--- src/rtl/cw_port_pkg.sv ---
package cw_port_pkg;

   typedef enum logic [1:0] {
      RATE_W4 = 2'b00,
      RATE_W3 = 2'b01,
      RATE_W2 = 2'b10,
      RATE_W5 = 2'b11
   } rate_e;

   function automatic logic [2:0] width_of(input logic [1:0] rate);
      case (rate)
         RATE_W4: width_of = 3'd4;
         RATE_W3: width_of = 3'd3;
         RATE_W2: width_of = 3'd2;
         default: width_of = 3'd5;
      endcase
   endfunction

   function automatic logic [2:0] period_of(input logic [1:0] rate,
                                            input int unsigned pad_period);
      if (rate == RATE_W5) period_of = 3'd5;
      else                 period_of = 3'(pad_period);
   endfunction

endpackage

--- src/rtl/cwp_sync.sv ---
module cwp_sync #(
   parameter int unsigned WIDTH  = 3,
   parameter int unsigned STAGES = 2
) (
   input  logic             clk,
   input  logic             rst_n,
   input  logic [WIDTH-1:0] d_i,
   output logic [WIDTH-1:0] q_o
);
   generate
      if (STAGES < 1) begin : g_bad
         $error("cwp_sync: STAGES must be at least 1");
      end
   endgenerate

   logic [WIDTH-1:0] chain_q [STAGES];

   always_ff @(posedge clk or negedge rst_n) begin
      if (!rst_n) begin
         for (int i = 0; i < int'(STAGES); i++) chain_q[i] <= '0;
      end else begin
         chain_q[0] <= d_i;
         for (int i = 1; i < int'(STAGES); i++) chain_q[i] <= chain_q[i-1];
      end
   end

   assign q_o = chain_q[STAGES-1];
endmodule

--- src/rtl/cwp_rx.sv ---
module cwp_rx
   import cw_port_pkg::*;
#(
   parameter int unsigned MAX_W = 5
) (
   input  logic             clk,
   input  logic             rst_n,
   input  logic             frame_s,
   input  logic             frame_fall,
   input  logic             bclk_fall,
   input  logic             sdi_s,
   input  logic [1:0]       rate_i,
   output logic [MAX_W-1:0] word_o,
   output logic             valid_o
);
   logic [MAX_W-1:0] shift_q;
   logic [MAX_W-1:0] masked;
   logic [2:0]       cap_w;

   assign cap_w = width_of(rate_i);

   always_comb begin
      masked = '0;
      for (int i = 0; i < int'(MAX_W); i++)
         if (i < int'(cap_w)) masked[i] = shift_q[i];
   end

   always_ff @(posedge clk or negedge rst_n) begin
      if (!rst_n) begin
         shift_q <= '0;
         word_o  <= '0;
         valid_o <= 1'b0;
      end else begin
         valid_o <= frame_fall;
         if (frame_fall) word_o <= masked;
         if (frame_s && bclk_fall) shift_q <= {shift_q[MAX_W-2:0], sdi_s};
      end
   end

   p_valid_pulse_r3: assert property (@(posedge clk) disable iff (!rst_n)
      valid_o |=> !valid_o);
   p_valid_on_fall_r3: assert property (@(posedge clk) disable iff (!rst_n)
      frame_fall |=> valid_o);
   p_word_fits_r2: assert property (@(posedge clk) disable iff (!rst_n)
      frame_fall |=> ((word_o >> width_of($past(rate_i))) == '0));
   p_no_valid_idle_r8: assert property (@(posedge clk) disable iff (!rst_n)
      (!frame_s && !frame_fall) |=> !valid_o);
endmodule

--- src/rtl/cwp_tx.sv ---
module cwp_tx
   import cw_port_pkg::*;
#(
   parameter int unsigned MAX_W      = 5,
   parameter int unsigned PAD_PERIOD = 4
) (
   input  logic             clk,
   input  logic             rst_n,
   input  logic             frame_s,
   input  logic             frame_rise,
   input  logic             bclk_rise,
   input  logic [1:0]       rate_i,
   input  logic [MAX_W-1:0] word_i,
   output logic             sdo_o
);
   localparam int unsigned IDX_W = $clog2(MAX_W);

   logic [MAX_W-1:0] word_q;
   logic [2:0]       width_q;
   logic [2:0]       period_q;
   logic [IDX_W-1:0] idx_q;
   logic             adv;

   assign adv = frame_s && bclk_rise && !frame_rise;

   always_ff @(posedge clk or negedge rst_n) begin
      if (!rst_n) begin
         word_q   <= '0;
         width_q  <= 3'd4;
         period_q <= 3'(PAD_PERIOD);
         idx_q    <= '0;
      end else if (frame_rise) begin
         word_q   <= word_i;
         width_q  <= width_of(rate_i);
         period_q <= period_of(rate_i, PAD_PERIOD);
         idx_q    <= '0;
      end else if (adv) begin
         if (32'(idx_q) == 32'(period_q) - 1) idx_q <= '0;
         else                                 idx_q <= idx_q + 1'b1;
      end
   end

   always_comb begin
      sdo_o = 1'b0;
      for (int i = 0; i < int'(MAX_W); i++)
         if (int'(idx_q) < int'(width_q) && i == int'(width_q) - 1 - int'(idx_q))
            sdo_o = word_q[i];
   end

   p_idx_in_period_r6: assert property (@(posedge clk) disable iff (!rst_n)
      32'(idx_q) < 32'(period_q));
   p_load_msb_r4: assert property (@(posedge clk) disable iff (!rst_n)
      frame_rise |=> (idx_q == '0));
   p_wrap_r7: assert property (@(posedge clk) disable iff (!rst_n)
      (adv && 32'(idx_q) == 32'(period_q) - 1) |=> (idx_q == '0));
   p_hold_idle_r8: assert property (@(posedge clk) disable iff (!rst_n)
      !frame_s |=> $stable(sdo_o));
endmodule

--- src/rtl/cw_serial_port.sv ---
module cw_serial_port
   import cw_port_pkg::*;
#(
   parameter int unsigned MAX_W       = 5,
   parameter int unsigned PAD_PERIOD  = 4,
   parameter int unsigned SYNC_STAGES = 2
) (
   input  logic             clk,
   input  logic             rst_n,
   input  logic             frame_i,
   input  logic             bclk_i,
   input  logic             sdi_i,
   input  logic [1:0]       rate_i,
   input  logic [MAX_W-1:0] tx_word_i,
   output logic [MAX_W-1:0] rx_word_o,
   output logic             rx_valid_o,
   output logic             sdo_o
);
   generate
      if (MAX_W < 5) begin : g_bad_w
         $error("cw_serial_port: MAX_W must hold the 5-bit rate");
      end
      if (PAD_PERIOD < 4 || PAD_PERIOD >= MAX_W + 1) begin : g_bad_pad
         $error("cw_serial_port: PAD_PERIOD out of range");
      end
   endgenerate

   logic [2:0] raw, synced;
   logic       frame_s, bclk_s, sdi_s;
   logic       frame_d, bclk_d;
   logic       frame_rise, frame_fall, bclk_rise, bclk_fall;

   assign raw = {frame_i, bclk_i, sdi_i};

   cwp_sync #(.WIDTH(3), .STAGES(SYNC_STAGES)) u_sync (
      .clk   (clk),
      .rst_n (rst_n),
      .d_i   (raw),
      .q_o   (synced)
   );

   assign {frame_s, bclk_s, sdi_s} = synced;

   always_ff @(posedge clk or negedge rst_n) begin
      if (!rst_n) begin
         frame_d <= 1'b0;
         bclk_d  <= 1'b1;
      end else begin
         frame_d <= frame_s;
         bclk_d  <= bclk_s;
      end
   end

   assign frame_rise = frame_s & ~frame_d;
   assign frame_fall = ~frame_s & frame_d;
   assign bclk_rise  = bclk_s & ~bclk_d;
   assign bclk_fall  = ~bclk_s & bclk_d;

   cwp_rx #(.MAX_W(MAX_W)) u_rx (
      .clk        (clk),
      .rst_n      (rst_n),
      .frame_s    (frame_s),
      .frame_fall (frame_fall),
      .bclk_fall  (bclk_fall),
      .sdi_s      (sdi_s),
      .rate_i     (rate_i),
      .word_o     (rx_word_o),
      .valid_o    (rx_valid_o)
   );

   cwp_tx #(.MAX_W(MAX_W), .PAD_PERIOD(PAD_PERIOD)) u_tx (
      .clk        (clk),
      .rst_n      (rst_n),
      .frame_s    (frame_s),
      .frame_rise (frame_rise),
      .bclk_rise  (bclk_rise),
      .rate_i     (rate_i),
      .word_i     (tx_word_i),
      .sdo_o      (sdo_o)
   );

   p_edges_exclusive_r3: assert property (@(posedge clk) disable iff (!rst_n)
      !(frame_rise && frame_fall));
endmodule

--- config.mk ---
export PLATFORM = sky130hd
export DESIGN_NAME = cw_serial_port
export DESIGN_NICKNAME = d
export VERILOG_FILES = /design/src/rtl/cw_port_pkg.sv /design/src/rtl/cwp_sync.sv /design/src/rtl/cwp_rx.sv /design/src/rtl/cwp_tx.sv /design/src/rtl/cw_serial_port.sv
export SDC_FILE = /design/constraint.sdc
export NUM_CORES = 1
export LEC_CHECK = 0
export BUFFER_PORTS_ARGS = -buffer_cell sky130_fd_sc_hd__buf_2
export CAP_MARGIN = 25
export CORE_MARGIN = 2
export CORE_UTILIZATION = 60
export DETAILED_ROUTE_END_ITERATION = 10
export GPL_ROUTABILITY_DRIVEN = 0
export MAX_ROUTING_LAYER = met4
export PLACE_DENSITY_LB_ADDON = 0.12
export SLEW_MARGIN = 20
export SYNTH_ARGS = -nofsm -noshare
export SYNTH_HDL_FRONTEND = slang
export SYNTH_SLANG_ARGS = --single-unit
--- constraint.sdc ---
create_clock -name clk -period 5.42 [get_ports clk]
set_input_delay 0.271 -clock clk [delete_from_list [all_inputs] [get_ports clk]]
set_output_delay 0.271 -clock clk [all_outputs]
set_load 0.05 [all_outputs]
==> results.json, run 1 <==
{
  "status": "finished clean",
  "synthAdderAreaFrac": 0.145,
  "synth-async-reset-ratio": 1.00,
  "post-route-min-period_ns": 3.71,
  "antenna_found_initial": 0,
  "core_mm2": 0.00243,
  "cts_buffers": 5,
  "start_util": 0.623,
  "power-per-cell-area_mw_per_mm2": 415,
  "vias_per_cell": 5.41,
  "synth_top_family_by_area": "adder cells",
  "startpoint_type": "register",
  "fillers": 186,
  "syn_inst": 127,
  "routed_wl_um": 2420,
  "die-area_mm2": 0.00294,
  "critPathKind": "register to output pin",
  "end_kind": "output pin",
  "clk_pin_slew_ns": 0.09,
  "min_period_over_period": 0.684,
  "clk_path_buf_depth": 2,
  "synth-edff-count": 0,
  "dpl_cell_area_mm2": 0.00163,
  "fmax_mhz": 270,
  "synth_top_area_cell": "dfrtp_1",
  "grt_pass1_vias": 949,
  "yosys-top-cells-count": "dfrtp_1 (29), ha_1 (16), mux2_2 (14), inv_1 (12), nand2_1 (12)",
  "cts_setup_buffers": 0,
  "die_h_um": 54.3,
  "critPathArrivalTime_ns": 3.44,
  "cts_resized": 0,
  "crit_required_ns": 5.15,
  "vdd_ir_drop_max_uv": 322,
  "path_max_fanout": 3,
  "cts_tree": "done",
  "wl_per_cell_um": 13.3,
  "syn_area_mm2": 0.00152,
  "synth.net_count": 156,
  "min_path_type": "input port to register",
  "synth_compound_area_frac": 0.0834,
  "drt_iter0_markers": 6,
  "synth-simple-area-share": 0.0925,
  "layout.nets": 180,
  "leakage_nw": 0.842,
  "ant_nets": 0,
  "final_area_mm2": 0.00171,
  "rsz0062_at_grt": "no",
  "finalHoldViolations": 0,
  "area_growth_pct": 13.0,
  "synthFlopType": "dfrtp_1",
  "fin_skew_ns": 0.0111,
  "cts.sinks": 31,
  "maxSlewHeadroom": 0.558,
  "cts-root-buf": "clkbuf_4",
  "synth_mux_area_frac": 0.117,
  "vias": 984,
  "synth.yosys.seq_area_share": 0.514,
  "netlist.area_leader.share": 0.479,
  "globalRouteOverflowTotal": 0,
  "synthXorXnorAreaFrac": 0.0116,
  "n_antenna_cell": 0,
  "slew_violations": 0,
  "grt_pass1_wl_um": 4160,
  "num_rows": 18,
  "cap_violations": 0,
  "tns_ns": 0,
  "syn_area_per_cell_um2": 11.9,
  "synth_cell_types": 29,
  "track_usage": 0.218,
  "die_w_um": 54.3,
  "synthTopCellsByArea": "dfrtp_1 (48%), ha_1 (13%), mux2_2 (10%), dfstp_2 (3.5%), o21ai_0 (3.3%)",
  "yosysWarnings": 0,
  "setup_viol": 0,
  "portBuffers": 18,
  "tightest_slew_ns": 0.663,
  "synth.most_common_cell": "dfrtp_1",
  "insertion_delay_ns": 0.33,
  "place_hpwl_um": 1870,
  "final_layout_size_suffix_gt1_frac": 0.276,
  "drc": 0,
  "synth-seq-cells": 31,
  "dr.pass1.iters": 4,
  "grt_max_degree": 32,
  "io_pins": 19,
  "htreeDepth": 2
}
[sequential cells by signal, summed over array words and instances, names as in the netlist]
signal,count
u_rx.shift_q,5
u_rx.word_o,5
u_tx.word_q,5
u_sync.chain_q,3
u_sync.q_o,3
u_tx.idx_q,3
u_tx.width_q,3
bclk_d,1
frame_d,1
u_rx.valid_o,1
u_tx.period_q,1
[report_power, final]
group	internal [mW]	switching (mW)	leakage [nW]
clock network	0.0762	0.0739	0.0386
registers	0.276	0.0298	0.374
logic	0.111	0.144	0.430
total	0.463	0.248	0.842
[cell usage in the layout, fill, tap and decap left out, types with 3 or more instances in the layout]
cell,count
buf_2,18
nand2_1,12
inv_1,12
mux2_2,14
nand2b_1,3
clkbuf_4,5
nand3_1,3
ha_1,16
o21ai_0,10
dfrtp_1,29
[layout make-up]
type                       count  area [um2]  share of cell area
sequential                    31         778               0.455
multi-input combinational     82         682               0.398
timing repair buffer          19         100              0.0585
clock buffer                   8        68.8              0.0402
inverter                      12        45.0              0.0263
tap                           30        37.5              0.0219
[timing repair]
action | in CTS | in global routing
endpoints found under the hold margin | 29 | 0
setup endpoints to repair | 0 | 0
hold buffers | 1 | 0
[routing by layer]
layer	GRT usage	part of all wire	vias to the layer above
li1	-	-	487
met4	0.100	0.021	0
met1	0.239	0.43	474
met3	0.0820	0.044	8
met5	-	0	-
met2	0.351	0.50	15
[final timing paths]
path	from	to	slack [ns]	cells past startpoint
min in group asynchronous	rst_n	u_tx.idx_q[0]$_DFFE_PN0P_	0.50	2
hold / removal	bclk_i	u_sync.chain_q[4]$_DFF_PN0_	0.05	1
setup / recovery	u_tx.width_q[0]$_DFFE_PN0P_	sdo_o	1.71	13
max in group asynchronous	rst_n	u_rx.shift_q[3]$_DFFE_PN0P_	4.48	2
hold reg to reg	u_sync.chain_q[4]$_DFF_PN0_	u_sync.q_o[1]$_DFF_PN0_	0.35	0
setup reg to reg	u_sync.q_o[2]$_DFF_PN0_	u_tx.word_q[3]$_DFFE_PN0P_	4.04	2
[kinds of logic (layout without fill, tap and decap cells)]
kind of cell | count (synthesis) | in the layout
AOI/OAI and AO/OA | 20 | 20
xor gates and xnor gates | 2 | 2
adders and majority gates | 17 | 17
buffers and inverters | 14 | 39
DFF | 31 | 31
muxes | 16 | 16
and+or+nand+nor | 27 | 27
[critical path: stages (launching register included)]
cell,delay (ns)
dfrtp_1,0.38
inv_1,0.08
ha_1,0.29
inv_1,0.10
ha_1,0.24
a21o_1,0.15
a21o_2,0.21
nand2b_1,0.14
ha_1,0.28
nor4b_1,0.32
nand3_1,0.12
nor4b_1,0.32
and3_1,0.21
buf_2,0.26
[stage by stage]
stage               power [mW]  setup WS [ns]   util  hold WS (ns)  std cells
global route             0.768           1.53  0.704        0.0273        182
detailed placement       0.567           2.10  0.671         0.339        173
floorplan                0.500           2.34      -       -0.0246        127
CTS                      0.722           1.71  0.704        0.0226        182
finish                   0.711           1.71  0.704        0.0481        182
global placement         0.547           2.35  0.671         0.332        173
No activity file was read; power rests on OpenSTA's default activity.
==> run 2: changes to the inputs <==
CORE_ASPECT_RATIO = 0.5   (was default)
CORE_UTILIZATION = 51   (was 60)
clock period = 3.3 ns   (was 5.42 ns; I/O delays follow)
==> run 2 against run 1 <==
Combinational power is 91% higher. First-iteration DRC count grew to 3.0 times the previous value. Critical endpoint unchanged. Count of clock-buffer cells in the layout is 3 lower.
==> results.json, run 2 (same netlist as run 1, synthesis figures left out) <==
{
  "io_pins": 19,
  "final_cell_mix": "dfrtp_1 (29), buf_2 (17), mux2_2 (14), ha_1 (14), nand2_1 (12)",
  "post-route-min-period_ns": 3.16,
  "setup_viol": 0,
  "htreeDepth": 2,
  "ant_nets": 0,
  "grt_max_degree": 32,
  "critPathArrivalTime_ns": 2.99,
  "vias": 982,
  "pwr-share-seq": 0.372,
  "clk_pin_slew_ns": 0.07,
  "combPwrFrac": 0.359,
  "cts.sinks": 31,
  "tightest_slew_ns": 0.651,
  "crit_path_end": "sdo_o",
  "die_w_um": 81.1,
  "timing.rr.end": "u_tx.word_q[4]$_DFFE_PN0P_",
  "n_antenna_cell": 0,
  "maxSlewHeadroom": 0.566,
  "die-area_mm2": 0.00345,
  "track_usage": 0.189,
  "slew_violations": 0,
  "fin_skew_ns": 0.00392,
  "drc": 0,
  "r2r_slack_ns": 1.90,
  "clk_path_buf_depth": 2,
  "r2r_start": "u_sync.q_o[2]$_DFF_PN0_",
  "path_max_fanout": 3,
  "startpoint": "u_tx.width_q[0]$_DFFE_PN0P_",
  "start_util": 0.561,
  "cap_violations": 0,
  "die_h_um": 42.5,
  "grt_pass1_vias": 975,
  "vdd_ir_drop_max_uv": 427,
  "antenna_found_initial": 0,
  "area_growth_pct": 23.4,
  "routed_wl_um": 2690,
  "tns_ns": 0,
  "status": "finished clean",
  "p_switching_mw": 0.451,
  "layout.cells.non_filler": 194,
  "whs_ns": 0.115,
  "place_hpwl_um": 1780,
  "final_layout_size_suffix_gt1_frac": 0.350,
  "vias_per_cell": 5.06,
  "fmax_mhz": 317,
  "critPathKind": "register to output pin",
  "fin_util": 0.692,
  "portBuffers": 18,
  "cts_buffers": 5,
  "p_int_mw": 0.903,
  "min_period_over_period": 0.956,
  "netSwitchingFraction": 0.333,
  "drt_iter0_markers": 18,
  "cts-root-buf": "clkbuf_8",
  "insertion_delay_ns": 0.28,
  "grt_pass1_wl_um": 4440,
  "power-per-cell-area_mw_per_mm2": 725,
  "finalHoldViolations": 0,
  "layout_commonest_cell": "dfrtp_1",
  "layout.nets": 185,
  "post-place-cells": 180,
  "dr.pass1.iters": 3,
  "core_mm2": 0.00270,
  "min_path_type": "input port to register",
  "rr_worst_depth": 2,
  "startpoint_type": "register",
  "cts_tree": "done",
  "globalRouteOverflowTotal": 0,
  "end_kind": "output pin",
  "crit_required_ns": 3.13,
  "largestRegisters": "u_rx.shift_q: 5 flops, u_rx.word_o: 5 flops, u_tx.word_q: 5 flops",
  "clockPowerShare": 0.269,
  "leakage_nw": 0.892,
  "wl_per_cell_um": 13.8,
  "num_rows": 13,
  "rsz0062_at_grt": "no"
}
run 2: changes by cell type in the layout (fill, tap and decap cells not counted), moves of 3 or more:
cell | previous run | this run
inv_1 | 12 | 9
clkbuf_8 | 2 | 5
clkbuf_4 | 5 | 0
dlygate4sd3_1 | 1 | 4
run 2: area by class of cell:
type | count | area (um2)
Timing Repair Buffer | 24 | 151
Clock inverter | 3 | 43.8
Tap cell | 37 | 46.3
Multi-Input combinational cell | 82 | 733
Sequential cell | 31 | 778
Clock buffer | 5 | 68.8
Fill cell | 206 | 831
Inverter | 12 | 47.5
run 2: what timing repair did:
| item | CTS | global route |
|---|---|---|
| hold buffers | 4 | 0 |
| endpoints found under the setup margin | 1 | 1 |
| setup buffers | 0 | 2 |
| pin swaps | 0 | 5 |
| gates resized for setup | 3 | 10 |
| gates cloned | 0 | 0 |
| endpoints found under the hold margin | 32 | 0 |
run 2: routing by layer:
metal  share of wire  GRT usage  routed length (um)  vias up
li1                -          -                   -      496
met1            0.46      0.225                1220      466
met5               0          -                   0        -
met4           0.014     0.0915                  37        0
met3           0.039     0.0711                 104        5
met2            0.49      0.284                1320       15
run 2: worst min-delay path by stage:
| stage | from | endpoint | slack (ns) | cells past startpoint |
|---|---|---|---|---|
| final | tx_word_i[1] | u_tx.word_q[1]$_DFFE_PN0P_ | 0.12 | 2 |
| after global routing | tx_word_i[2] | u_tx.word_q[2]$_DFFE_PN0P_ | 0.10 | 2 |
| after CTS | tx_word_i[1] | u_tx.word_q[1]$_DFFE_PN0P_ | 0.11 | 2 |
| after detailed placement | rst_n | u_rx.word_o[1]$_DFFE_PN0P_ | 0.23 | 1 |
| after global placement | rst_n | u_sync.chain_q[5]$_DFF_PN0_ | 0.24 | 1 |
| after floorplan | rst_n | frame_d$_DFF_PN0_ | -0.13 | 0 |
run 2: worst max-delay path, stage by stage (launching register included):
cell	delay (ns)
dfrtp_1	0.41
inv_2	0.10
ha_4	0.21
inv_4	0.07
ha_4	0.19
a21o_1	0.14
a21o_2	0.22
nand2b_4	0.14
ha_1	0.30
nor4b_2	0.22
nand3_1	0.12
nor4b_2	0.25
and3_1	0.19
buf_6	0.16
run 2: stage by stage:
step | total power [mW] | instance area, um2 | setup slack (ns)
floorplan | 0.821 | 1520 | 0.323
global placement | 0.910 | 1640 | 0.303
detailed placement | 0.922 | 1640 | 0.215
CTS | 1.31 | 1810 | 0.0211
global route | 1.45 | 1870 | 0.0202
finish | 1.35 | 1870 | 0.144
run 2: power by group through the flow:
stage	clock network (mW)	logic, mW	registers [mW]
6_report	0.364	0.486	0.504
2_1_floorplan	0	0.260	0.561
3_5_place_dp	0	0.411	0.510
3_3_place_gp	0	0.404	0.507
4_1_cts	0.374	0.431	0.504
5_1_grt	0.397	0.541	0.515
==> run 3: changes to the inputs <==
CORE_ASPECT_RATIO = default   (was 0.5)
CORE_UTILIZATION = 60   (was 51)
clock period = 3.8 ns   (was 3.3 ns; I/O delays follow)
==> run 3 against run 2 <==
Worst hold slack got worse by 0.034 ns. Sequential cell count unchanged. Critical path depth unchanged. Critical endpoint unchanged. Largest power group unchanged. Global-route usage increased by 3.0 points. Combinational power decreased by 24%. Clock power decreased by 41%. Wire length decreased by 8.9%.
==> results.json, run 3 (same netlist as run 1, synthesis figures left out) <==
{
  "crit_family": "simple AND/OR/NAND/NOR gates",
  "area_growth_pct": 15.1,
  "vias": 1003,
  "layout.nets": 183,
  "clk_pin_slew_ns": 0.10,
  "rr_worst_depth": 2,
  "cts_buffers": 5,
  "ant_nets": 0,
  "tns_ns": 0,
  "power-per-cell-area_mw_per_mm2": 584,
  "cts-root-buf": "clkbuf_4",
  "min_period_over_period": 0.943,
  "portBuffers": 18,
  "worst_path_most_repeated_cell": "ha_1",
  "dp_slack_ns": 0.565,
  "critPathArrivalTime_ns": 3.39,
  "slew_violations": 0,
  "fin_util": 0.717,
  "final_cell_mix": "dfrtp_1 (29), buf_2 (17), ha_1 (16), mux2_2 (14)",
  "start_util": 0.623,
  "maxSlewHeadroom": 0.560,
  "dr.pass1.iters": 4,
  "slowest_delay_ns": 0.38,
  "track_usage": 0.219,
  "setup_viol": 0,
  "crit_required_ns": 3.61,
  "r2r_start": "u_sync.q_o[2]$_DFF_PN0_",
  "vdd_ir_drop_max_uv": 459,
  "min_path_type": "input port to register",
  "cap_violations": 0,
  "clk_path_buf_depth": 2,
  "r2r_slack_ns": 2.41,
  "hold_start": "tx_word_i[2]",
  "antenna_found_initial": 0,
  "drc": 0,
  "finalHoldViolations": 0,
  "timing.rr.end": "u_tx.word_q[3]$_DFFE_PN0P_",
  "worstHoldPathCells": 2,
  "num_rows": 18,
  "path_max_fanout": 3,
  "min_to": "u_tx.word_q[2]$_DFFE_PN0P_",
  "fin_ws_ns": 0.217,
  "crit_path_cell_trace": "inv_1 -> ha_1 -> inv_1 -> ha_1 -> a21o_1 -> a21o_2 -> nand2b_1 -> ha_1 -> nor4b_1 -> nand3_1 -> nor4b_1 -> and3_1 -> clkbuf_4",
  "critPathKind": "register to output pin",
  "leakage_nw": 0.854,
  "worst-path-buf-inv": 3,
  "cts_setup_buffers": 0,
  "status": "finished clean",
  "grt_pass1_wl_um": 4180,
  "core_mm2": 0.00243,
  "worst_path_max_delay_cell": "dfrtp_1",
  "vias_per_cell": 5.42,
  "layout.cells.non_filler": 185,
  "htreeDepth": 2,
  "wl_per_cell_um": 13.2,
  "fin_skew_ns": 0.0115,
  "io_pins": 19,
  "post-place-cells": 173,
  "grt_pass1_vias": 959,
  "tightest_slew_ns": 0.660,
  "die-area_mm2": 0.00294,
  "startpoint_type": "register",
  "largestRegisters": "u_rx.shift_q: 5 flops, u_rx.word_o: 5 flops, u_tx.word_q: 5 flops",
  "layout_commonest_cell": "dfrtp_1",
  "drt_iter0_markers": 9,
  "cts_tree": "done",
  "routed_wl_um": 2450,
  "grt_max_degree": 32,
  "fmax_mhz": 279,
  "n_antenna_cell": 0,
  "post-route-min-period_ns": 3.58,
  "die_h_um": 54.3,
  "insertion_delay_ns": 0.33,
  "die_w_um": 54.3,
  "globalRouteOverflowTotal": 0,
  "cts.sinks": 31,
  "place_hpwl_um": 1870,
  "end_kind": "output pin",
  "rsz0062_at_grt": "no",
  "final_layout_size_suffix_gt1_frac": 0.271
}
[run 3: changes by cell type in the layout (fill, tap and decap cells not counted), sizes merged]
cell / previous run / this run
buf: 20 / 17
clkinv: 2 / 0
clkbuf: 5 / 9
bufinv: 1 / 0
[run 3: layout make-up]
cell class              instances  area (um2)
repair buffers                 22         133
flip-flops and latches         31         778
well taps                      30        37.5
multi-input cells              82         682
fillers                       181         688
inverters                      12        45.0
clock buffers                   8        68.8
[run 3: routing by layer]
| layer | up-vias | track usage | routed length [um] |
|---|---|---|---|
| met5 | - | - | 0 |
| met2 | 16 | 0.353 | 1230 |
| met3 | 8 | 0.0820 | 102 |
| li1 | 496 | - | - |
| met4 | 0 | 0.100 | 51 |
| met1 | 483 | 0.241 | 1060 |
[run 3: worst reg2reg max path, cell delays in order, from the launching register on]
cell	delay, ns
dfrtp_1	0.48
and2b_1	0.41
mux2_2	0.39
[run 3: timing repair]
| action | CTS | global route |
|---|---|---|
| endpoints found under the setup margin | 0 | 1 |
| gates resized for setup | 0 | 1 |
| endpoints found under the hold margin | 32 | 0 |
| hold buffers | 4 | 0 |
[run 3: how the worst max path moves through the flow]
stage                                      startpoint  depth (start not counted)  slack (ns)     to
after global placement    u_tx.width_q[0]$_DFFE_PN0P_                         13        0.81  sdo_o
after floorplan           u_tx.width_q[0]$_DFFE_PN0P_                         12        0.80  sdo_o
after global routing      u_tx.width_q[0]$_DFFE_PN0P_                         13        0.02  sdo_o
after detailed placement  u_tx.width_q[0]$_DFFE_PN0P_                         13        0.57  sdo_o
final                     u_tx.width_q[0]$_DFFE_PN0P_                         13        0.22  sdo_o
after CTS                 u_tx.width_q[0]$_DFFE_PN0P_                         13        0.17  sdo_o
[run 3: power by group]
part           switching [mW]  internal (mW)  total (mW)
registers              0.0423          0.394       0.436
logic                   0.206          0.160       0.367
clock network           0.106          0.109       0.215
total                   0.355          0.663        1.02
[run 3: through the flow]
stage	power [mW]	hold WS, ns	instance area (um2)
2_1_floorplan	0.713	-0.106	1520
3_3_place_gp	0.780	0.255	1630
3_5_place_dp	0.809	0.264	1630
4_1_cts	1.03	0.0626	1740
5_1_grt	1.10	0.0618	1740
6_report	1.02	0.0808	1740
